`src/rtl/mbs_pkg.sv`:
```
package mbs_pkg;
  typedef enum logic [2:0] {
    K_FETCH = 3'd0,
    K_MRD   = 3'd1,
    K_MWR   = 3'd2,
    K_IORD  = 3'd3,
    K_IOWR  = 3'd4
  } kind_e;

  typedef struct packed {
    logic io_m;
    logic s1;
    logic s0;
  } status_t;

  function automatic logic kind_ok(logic [2:0] k);
    return k <= 3'd4;
  endfunction
endpackage

```
`src/rtl/mbs_tick.sv`:
```
module mbs_tick #(
  parameter int DIV = 2
) (
  input  logic clk_i,
  input  logic rst_ni,
  input  logic run_i,
  output logic first_o,
  output logic last_o
);
  localparam int CW = (DIV > 1) ? $clog2(DIV) : 1;

  generate
    if (DIV == 1) begin : g_nodiv
      assign first_o = 1'b1;
      assign last_o  = 1'b1;
    end else begin : g_div
      logic [CW-1:0] cnt_q;
      always_ff @(posedge clk_i or negedge rst_ni) begin
        if (!rst_ni)                          cnt_q <= '0;
        else if (!run_i)                      cnt_q <= '0;
        else if (cnt_q == CW'(DIV - 1))       cnt_q <= '0;
        else                                  cnt_q <= cnt_q + 1'b1;
      end
      assign first_o = (cnt_q == '0);
      assign last_o  = (cnt_q == CW'(DIV - 1));
    end
  endgenerate
endmodule

```
`src/rtl/mbs_decode.sv`:
```
module mbs_decode
  import mbs_pkg::*;
(
  input  logic [2:0] kind_i,
  input  logic       long_i,
  output status_t    status_o,
  output logic       is_rd_o,
  output logic       is_wr_o,
  output logic       is_io_o,
  output logic [2:0] n_ts_o
);
  always_comb begin
    status_o = '0;
    is_rd_o  = 1'b0;
    is_wr_o  = 1'b0;
    n_ts_o   = 3'd3;
    unique case (kind_i)
      K_FETCH: begin status_o = 3'b011; is_rd_o = 1'b1; n_ts_o = long_i ? 3'd6 : 3'd4; end
      K_MRD:   begin status_o = 3'b010; is_rd_o = 1'b1; end
      K_MWR:   begin status_o = 3'b001; is_wr_o = 1'b1; end
      K_IORD:  begin status_o = 3'b110; is_rd_o = 1'b1; end
      K_IOWR:  begin status_o = 3'b101; is_wr_o = 1'b1; end
      default: ;
    endcase
    is_io_o = status_o.io_m;
  end
endmodule

```
`src/rtl/mbs_seq.sv`:
```
module mbs_seq (
  input  logic       clk_i,
  input  logic       rst_ni,
  input  logic       start_i,
  input  logic       last_i,
  input  logic [2:0] n_ts_i,
  output logic [2:0] ts_o,
  output logic       done_o
);
  logic [2:0] ts_q;
  logic       fin;

  assign fin = (ts_q != 3'd0) && last_i && (ts_q == n_ts_i);

  always_ff @(posedge clk_i or negedge rst_ni) begin
    if (!rst_ni) begin
      ts_q   <= 3'd0;
      done_o <= 1'b0;
    end else begin
      done_o <= fin;
      if (ts_q == 3'd0) begin
        if (start_i) ts_q <= 3'd1;
      end else if (last_i) begin
        ts_q <= fin ? 3'd0 : ts_q + 3'd1;
      end
    end
  end

  assign ts_o = ts_q;
endmodule

```
`src/rtl/mux_bus_seq.sv`:
```
module mux_bus_seq
  import mbs_pkg::*;
#(
  parameter int DW       = 8,
  parameter int TCLK_DIV = 2
) (
  input  logic          clk_i,
  input  logic          rst_ni,
  input  logic          req_valid_i,
  input  logic [2:0]    req_kind_i,
  input  logic [2*DW-1:0] req_addr_i,
  input  logic [DW-1:0] req_wdata_i,
  input  logic          req_long_i,
  output logic          busy_o,
  output logic          ale_o,
  output logic          rd_no,
  output logic          wr_no,
  output logic          io_m_o,
  output logic          s1_o,
  output logic          s0_o,
  output logic [DW-1:0] addr_hi_o,
  output logic          addr_hi_oe_o,
  output logic [DW-1:0] ad_o,
  output logic          ad_oe_o,
  input  logic [DW-1:0] ad_i,
  output logic [DW-1:0] rdata_o,
  output logic          done_o
);
  localparam int AW = 2 * DW;

  logic [2:0]    kind_q;
  logic          long_q;
  logic [AW-1:0] addr_q;
  logic [DW-1:0] wdata_q;
  logic          start, first, last;
  logic [2:0]    ts, n_ts;
  logic          is_rd, is_wr, is_io, in_data;
  status_t       status;

  assign start = req_valid_i && !busy_o && kind_ok(req_kind_i);

  always_ff @(posedge clk_i or negedge rst_ni) begin
    if (!rst_ni) begin
      kind_q  <= 3'd0;
      long_q  <= 1'b0;
      addr_q  <= '0;
      wdata_q <= '0;
    end else if (start) begin
      kind_q  <= req_kind_i;
      long_q  <= req_long_i;
      addr_q  <= req_addr_i;
      wdata_q <= req_wdata_i;
    end
  end

  mbs_tick #(.DIV(TCLK_DIV)) u_tick (
    .clk_i(clk_i), .rst_ni(rst_ni), .run_i(busy_o),
    .first_o(first), .last_o(last)
  );

  mbs_decode u_dec (
    .kind_i(kind_q), .long_i(long_q), .status_o(status),
    .is_rd_o(is_rd), .is_wr_o(is_wr), .is_io_o(is_io), .n_ts_o(n_ts)
  );

  mbs_seq u_seq (
    .clk_i(clk_i), .rst_ni(rst_ni), .start_i(start), .last_i(last),
    .n_ts_i(n_ts), .ts_o(ts), .done_o(done_o)
  );

  assign busy_o  = (ts != 3'd0);
  assign in_data = (ts == 3'd2) || (ts == 3'd3);

  // strobes and enables decoded from the T-state
  assign ale_o        = (ts == 3'd1);
  assign addr_hi_oe_o = busy_o && (ts <= 3'd3);
  assign addr_hi_o    = is_io ? addr_q[DW-1:0] : addr_q[AW-1:DW];
  assign ad_oe_o      = ale_o || (is_wr && in_data);
  assign ad_o         = ale_o ? addr_q[DW-1:0] : wdata_q;
  assign rd_no        = !(is_rd && in_data);
  assign wr_no        = !(is_wr && ((ts == 3'd3) || (ts == 3'd2 && !first)));
  assign {io_m_o, s1_o, s0_o} = busy_o ? status : 3'b000;

  always_ff @(posedge clk_i or negedge rst_ni) begin
    if (!rst_ni)                          rdata_o <= '0;
    else if (is_rd && ts == 3'd3 && last) rdata_o <= ad_i;
  end
endmodule

```
`config.mk`:
```
export PLATFORM = sky130hd
export DESIGN_NAME = mux_bus_seq
export DESIGN_NICKNAME = d
export VERILOG_FILES = /design/src/rtl/mbs_pkg.sv /design/src/rtl/mbs_tick.sv /design/src/rtl/mbs_decode.sv /design/src/rtl/mbs_seq.sv /design/src/rtl/mux_bus_seq.sv
export SDC_FILE = /design/constraint.sdc
export NUM_CORES = 1
export LEC_CHECK = 0
export BUFFER_PORTS_ARGS = -buffer_cell sky130_fd_sc_hd__buf_2
export CAP_MARGIN = 25
export CORE_MARGIN = 2
export CORE_UTILIZATION = 45
export DETAILED_ROUTE_END_ITERATION = 7
export PLACE_DENSITY = 0.73
export SYNTH_ARGS = -nofsm -noshare
export SYNTH_HDL_FRONTEND = slang
export SYNTH_HIERARCHICAL = 1
export SYNTH_SLANG_ARGS = --single-unit
```
`constraint.sdc`:
```
create_clock -name clk_i -period 2.2 [get_ports clk_i]
set_clock_uncertainty 0.1 [all_clocks]
set_input_delay 0.11 -clock clk_i [delete_from_list [all_inputs] [get_ports clk_i]]
set_output_delay 0.11 -clock clk_i [all_outputs]
set_load 0.02 [all_outputs]
```
=== Word level (Yosys, flattened, before mapping) ===
Index checks and enable logic that the tools add are counted.

* $add $sub $neg: 2
* Mux-type cells: 14
* Reduce and logical (&&, ||, !) cells: 24
* Equality and inequality tests: 9
* Magnitude comparators: 2

{| class="wikitable"
|+ Operator list
! operator !! count
|-
| 3-bit two-way mux || 6
|-
| 8-bit two-way mux || 2
|-
| 3-bit one-hot mux with 5 select lines || 1
|-
| 3-bit by 2-bit == test with 1-bit output (second input constant) || 4
|-
| 1-bit logical AND || 11
|-
| 3-bit by 1-bit == test with 1-bit output (second input constant) || 2
|-
| 3-bit zero test || 2
|-
| 1-bit two-way mux || 4
|-
| 3-bit by 1-bit adder with 3-bit output (second input constant) || 1
|-
| 3-bit == test || 1
|-
| 3-bit == test (second input constant) || 1
|-
| 3-bit by 2-bit less-or-equal comparator with 1-bit output (second input constant) || 1
|-
| 3-bit less-or-equal comparator (second input constant) || 1
|-
| 1-bit zero test || 3
|-
| 1-bit logical OR || 3
|-
| 3-bit nonzero test || 1
|-
| 3-bit OR reduction || 1
|-
| 2-bit two-way mux || 1
|-
| 2-bit inequality test (second input constant) || 1
|-
| 2-bit AND reduction || 1
|-
| 2-bit nonzero test || 1
|-
| 2-bit OR reduction || 1
|-
| 1-bit adder (second input constant) || 1
|}

* Register bits: 41
* Word-level logic and storage cells: 59
* Bits of input ports: 39

=== Logic depth before layout (Yosys ltp) ===
* Depth in word-level cells: 7
* Depth in mapped cells: 8
* Gate-level depth less buffers: 6

=== By module ===
Netlist, hierarchy kept.

{| class="wikitable"
|+ By module, submodules not included
! module !! sequential area each (um2) !! cells an instance !! times used !! area each (um2)
|-
| mux_bus_seq || 900.9 || 111 || 1 || 1677.9
|-
| mbs_seq || 100.1 || 29 || 1 || 289.0
|-
| mbs_decode || 0.0 || 14 || 1 || 87.6
|-
| mbs_tick || 25.0 || 3 || 1 || 35.0
|}

=== Least setup slack after synthesis ===
Ideal clock, no wire load.

* Path kind: register to register
* Start point: register u_seq.ts_q[2], in the netlist u_seq/ts_o[2]
* End point: register u_seq.ts_q[1], in the netlist u_seq/ts_o[1]
* Stages on the path, launching flop included: 9
* Setup time: 139 ps
* Buffers on the path: 2
* Arrival time: 1543 ps
* Period minus slack after synthesis: 1782 ps
* Slack: 418 ps
* Cell sequence: dfrtp_1 > nor3_4 > nand3_2 > buf_6 > buf_6 > inv_1 > nand3b_1 > a21bo_2 > o221ai_1

* Word-level cells in the longest chain between the ends: 6
* Elaborated cells between the ends (all ways): 14
* Those cells by class: 2 x eq/ne; 3 x mux; 9 x reduce/logical

{| class="wikitable"
|+ RTL lines
! element !! RTL line !! source
|-
| from (decl) || mbs_seq.sv:10 || <nowiki>logic [2:0] ts_q;</nowiki>
|-
| from (signal assigned) || mbs_seq.sv:24 || <nowiki>ts_q <= fin ? 3'd0 : ts_q + 3'd1;</nowiki>
|-
| 3-bit nonzero test || mux_bus_seq.sv:71 || <nowiki>assign busy_o = (ts != 3'd0);</nowiki>
|-
| 1-bit zero test || n/a ||
|-
| 1-bit logical AND (2 in a row) || mux_bus_seq.sv:40 || <nowiki>assign start = req_valid_i && !busy_o && kind_ok(req_kind_i);</nowiki>
|-
| named net start || mux_bus_seq.sv:35 || <nowiki>logic start, first, last;</nowiki>
|-
| 2-bit inequality test (no line) || n/a ||
|-
| 2-bit AND reduction (no line) || n/a ||
|}

The timed path passes the listed nets, and every way through them passes these cells. The select of a mux whose other input is x is not followed.
A chain may end at the register's enable or synchronous reset.

=== Worst setup path in the final report ===
* Start point: register u_seq.ts_q[0], in the netlist u_seq/ts_o[0]
* End point: output port ad_o[7]

* Word-level cells in the longest chain between the ends: 2

{| class="wikitable"
|+ RTL lines
! element !! RTL line !! source
|-
| 3-bit by 1-bit == test with 1-bit output || mux_bus_seq.sv:75 || <nowiki>assign ale_o = (ts == 3'd1);</nowiki>
|-
| 8-bit two-way mux || mux_bus_seq.sv:79 || <nowiki>assign ad_o = ale_o ? addr_q[DW-1:0] : wdata_q;</nowiki>
|-
| to (decl) || mux_bus_seq.sv:23 || <nowiki>output logic [DW-1:0] ad_o,</nowiki>
|}

No other way between the ends.

==> flow_summary.yaml <==
logic_synthesis:
  yosysUniqueCellTypes: 39
  synth_edf_count: 0
  synth_cells: 157
  ys_seq_area_share_pct: 49.1
  ys.warnings.count: 6
  syn_area_mm2: 0.00209
  syn_area_per_cell_um2: 13.3
  ys_ff_latch: 41
  ys_dominant_reg_cell: "dfrtp_1"
  synthesis.nets: 198
  synthArstFlopShare_pct: 100
timing:
  maxSlewViolCount: 0
  setup_ws_ps: 168
  relSlewSlack_pct: 65.5
  finalSetupViolCount: 0
  tns_ps: 0
  tightest_slew_ps: 517
  rsz0062_at_grt: "false"
  fmax_mhz: 492
  hold_violations: 0
  min_period_over_period_pct: 92.4
  fin_crit_ps: 2030
grt:
  grt_max_degree: 42
  grt_pass1_wl_um: 7440
  grtUsageTotal_pct: 18.5
  grt_pass1_vias: 1630
  grt_overflow: 0
  antenna_found_initial: 0
clocking:
  cts_sinks: 41
  clk_pin_slew_ps: 80
  htree_levels: 2
  cts_root_buf: "clkbuf_8"
  cts_tree: "built"
  clk-insertion-delay-late_ps: 290
  cts_buffers: 5
  clk_path_buf_depth: 2
  post_cts_buffers: 0
placement:
  portBuffers: 72
  place_inst: 278
  pre_cts_slack_ps: 335
  gp_routability_congestion: 0.821
  dpl.hpwl_um: 2940
  placed_cell_area_mm2: 0.00250
die:
  chipHeight_um: 72.1
  die_w_um: 72.1
  initial_core_util_pct: 47.3
  die_area_mm2: 0.00520
  core_area_mm2: 0.00441
  row_count: 24
  ioPinCount: 73
hold_path:
  hp-class: "in -> reg"
  hold_depth: 3
critical_path:
  cp.required_ps: 1990
  cp_max_fo: 9
  worst-setup-path-type: "reg -> out"
  cp-start-kind: "flop"
  end_kind: "output pin"
  r2r_cells: 3
  arrival_ps: 1820
pwr:
  ir_worst_vdd_v: 0.000843
  total_leakage_power_nw: 1.44
  powerDensity_mw_per_mm2: 1390
detailed_routing:
  drc: 0
  via_per_inst: 5.01
  vias: 1617
  ant_nets: 0
  drt_iter0_markers: 96
  routedWlPerCell_um: 14.4
  drt-total-wl_um: 4660
  first_pass_iters: 5
layout:
  fin_nets: 311
  num_antenna_cells: 0
  final_area_mm2: 0.00297
  drive_gt1_share_pct: 53.1
  final_cells: 323
  n_fill_cell: 310
  syn_to_final_growth_pct: 42.2
outcome:
  status: "finished, final reports clean"
flow_run:
  cap_viol_max_count: 0
-- Yosys cell counts, types with 2 or more instances --
cell	n	share of area [%]
a21oi_1	3	0.72
and2b_1	3	1.1
buf_2	3	0.72
buf_6	3	1.6
dfrtp_1	41	49
ha_1	2	1.2
inv_1	7	1.3
mux2_2	43	23
mux2_4	9	6.5
nand2_1	3	0.54
nand2b_1	3	0.90
nand3_1	2	0.48
nor2_1	3	0.54
nor2b_1	4	1.2
o21ai_0	2	0.48
xor2_1	3	1.3
-- state kept, by name (all words and copies together) (netlist names) --
name / count
addr_q: 16
kind_q: 3
long_q: 1
rdata_o: 8
u_seq/done_o: 1
u_seq/ts_o: 3
u_tick/last_o: 1
wdata_q: 8
-- final timing paths --
path | startpoint | slack [ps] | end
max | u_seq/ts_o[0] | 170 | ad_o[7]
min | req_valid_i | 180 | kind_q[1]
max reg2reg | u_seq/ts_o[1] | 330 | rdata_o[7]
min reg2reg | rdata_o[7] | 400 | rdata_o[7]
max in group asynchronous | rst_ni | 1340 | rdata_o[0]
min in group asynchronous | rst_ni | 310 | u_tick/last_o
-- final cells by class --
type | count | area [um2] | area share (%)
clock buffers | 6 | 82.6 | 2.78
clock inverters | 2 | 13.8 | 0.463
inverters | 8 | 30.0 | 1.01
multi-input cells | 100 | 973 | 32.8
flip-flops and latches | 41 | 1030 | 34.5
well taps | 52 | 65.1 | 2.19
repair buffers | 114 | 781 | 26.3
-- cell usage in the layout, fill, tap and decap left out, types with 2 or more instances in the layout --
master	count
nor2_1	3
a21oi_1	3
buf_4	4
nand3_1	2
dfrtp_1	41
xor2_1	3
mux2_2	43
clkbuf_8	6
dlygate4sd3_1	37
inv_1	7
nor2b_1	4
buf_2	72
ha_1	2
o21ai_0	2
nand2b_1	3
nand2_1	3
mux2_4	9
and2b_1	3
-- layer usage --
layer  GRT usage, %  wire length, um  vias to the layer above
li1               -                -                      788
met1           22.2             2040                      743
met2           32.2             2220                       78
met3           5.83              337                        8
met4           4.82               57                        0
met5              0                0                        -
-- per-stage QoR --
| stage | power (W) | util (%) | hold WS (ps) |
|---|---|---|---|
| 6_report | 0.00412 | 67.3 | 178 |
| 5_1_grt | 0.00440 | 67.3 | 196 |
| 4_1_cts | 0.00414 | 67.3 | 181 |
| 3_5_place_dp | 0.00355 | 56.7 | 106 |
| 2_1_floorplan | 0.00296 | - | -286 |
| 3_3_place_gp | 0.00351 | 56.7 | 108 |
-- power by group --
part           switching [W]  leakage, nW  total, W  internal (W)
clock               0.000266       0.0512  0.000521      0.000254
combinational        0.00108        0.897   0.00214       0.00106
sequential          0.000330        0.489   0.00146       0.00113
total                0.00167         1.44   0.00412       0.00245
-- critical path, cell delays in order (launching register included) --
cell and delay, ps:
dfrtp_1 570, nor3b_1 230, buf_4 220, mux2_2 350, buf_2 160
-- timing repair --
| item | 4_1_cts | 5_1_grt |
|---|---|---|
| gates resized for setup | 0 | 0 |
| endpoints found under the setup margin | 0 | 0 |
| hold buffers | 37 | 0 |
| hold endpoints to repair | 77 | 0 |
-- cells by family (layout without fill, tap and decap cells) --
kind of cell / Yosys count / after routing / share of synthesized area (%)
flip-flops: 41 / 41 / 49.1
AO/OA/AOI/OAI: 13 / 13 / 4.31
adder cells (fa/ha/maj): 2 / 2 / 1.20
multiplexers: 53 / 53 / 30.1
AND/OR/NAND/NOR: 28 / 28 / 9.28
buffers and inverters: 16 / 130 / 4.31
XOR/XNOR: 4 / 4 / 1.68
Note: power is estimated with default switching activity, not from simulation.
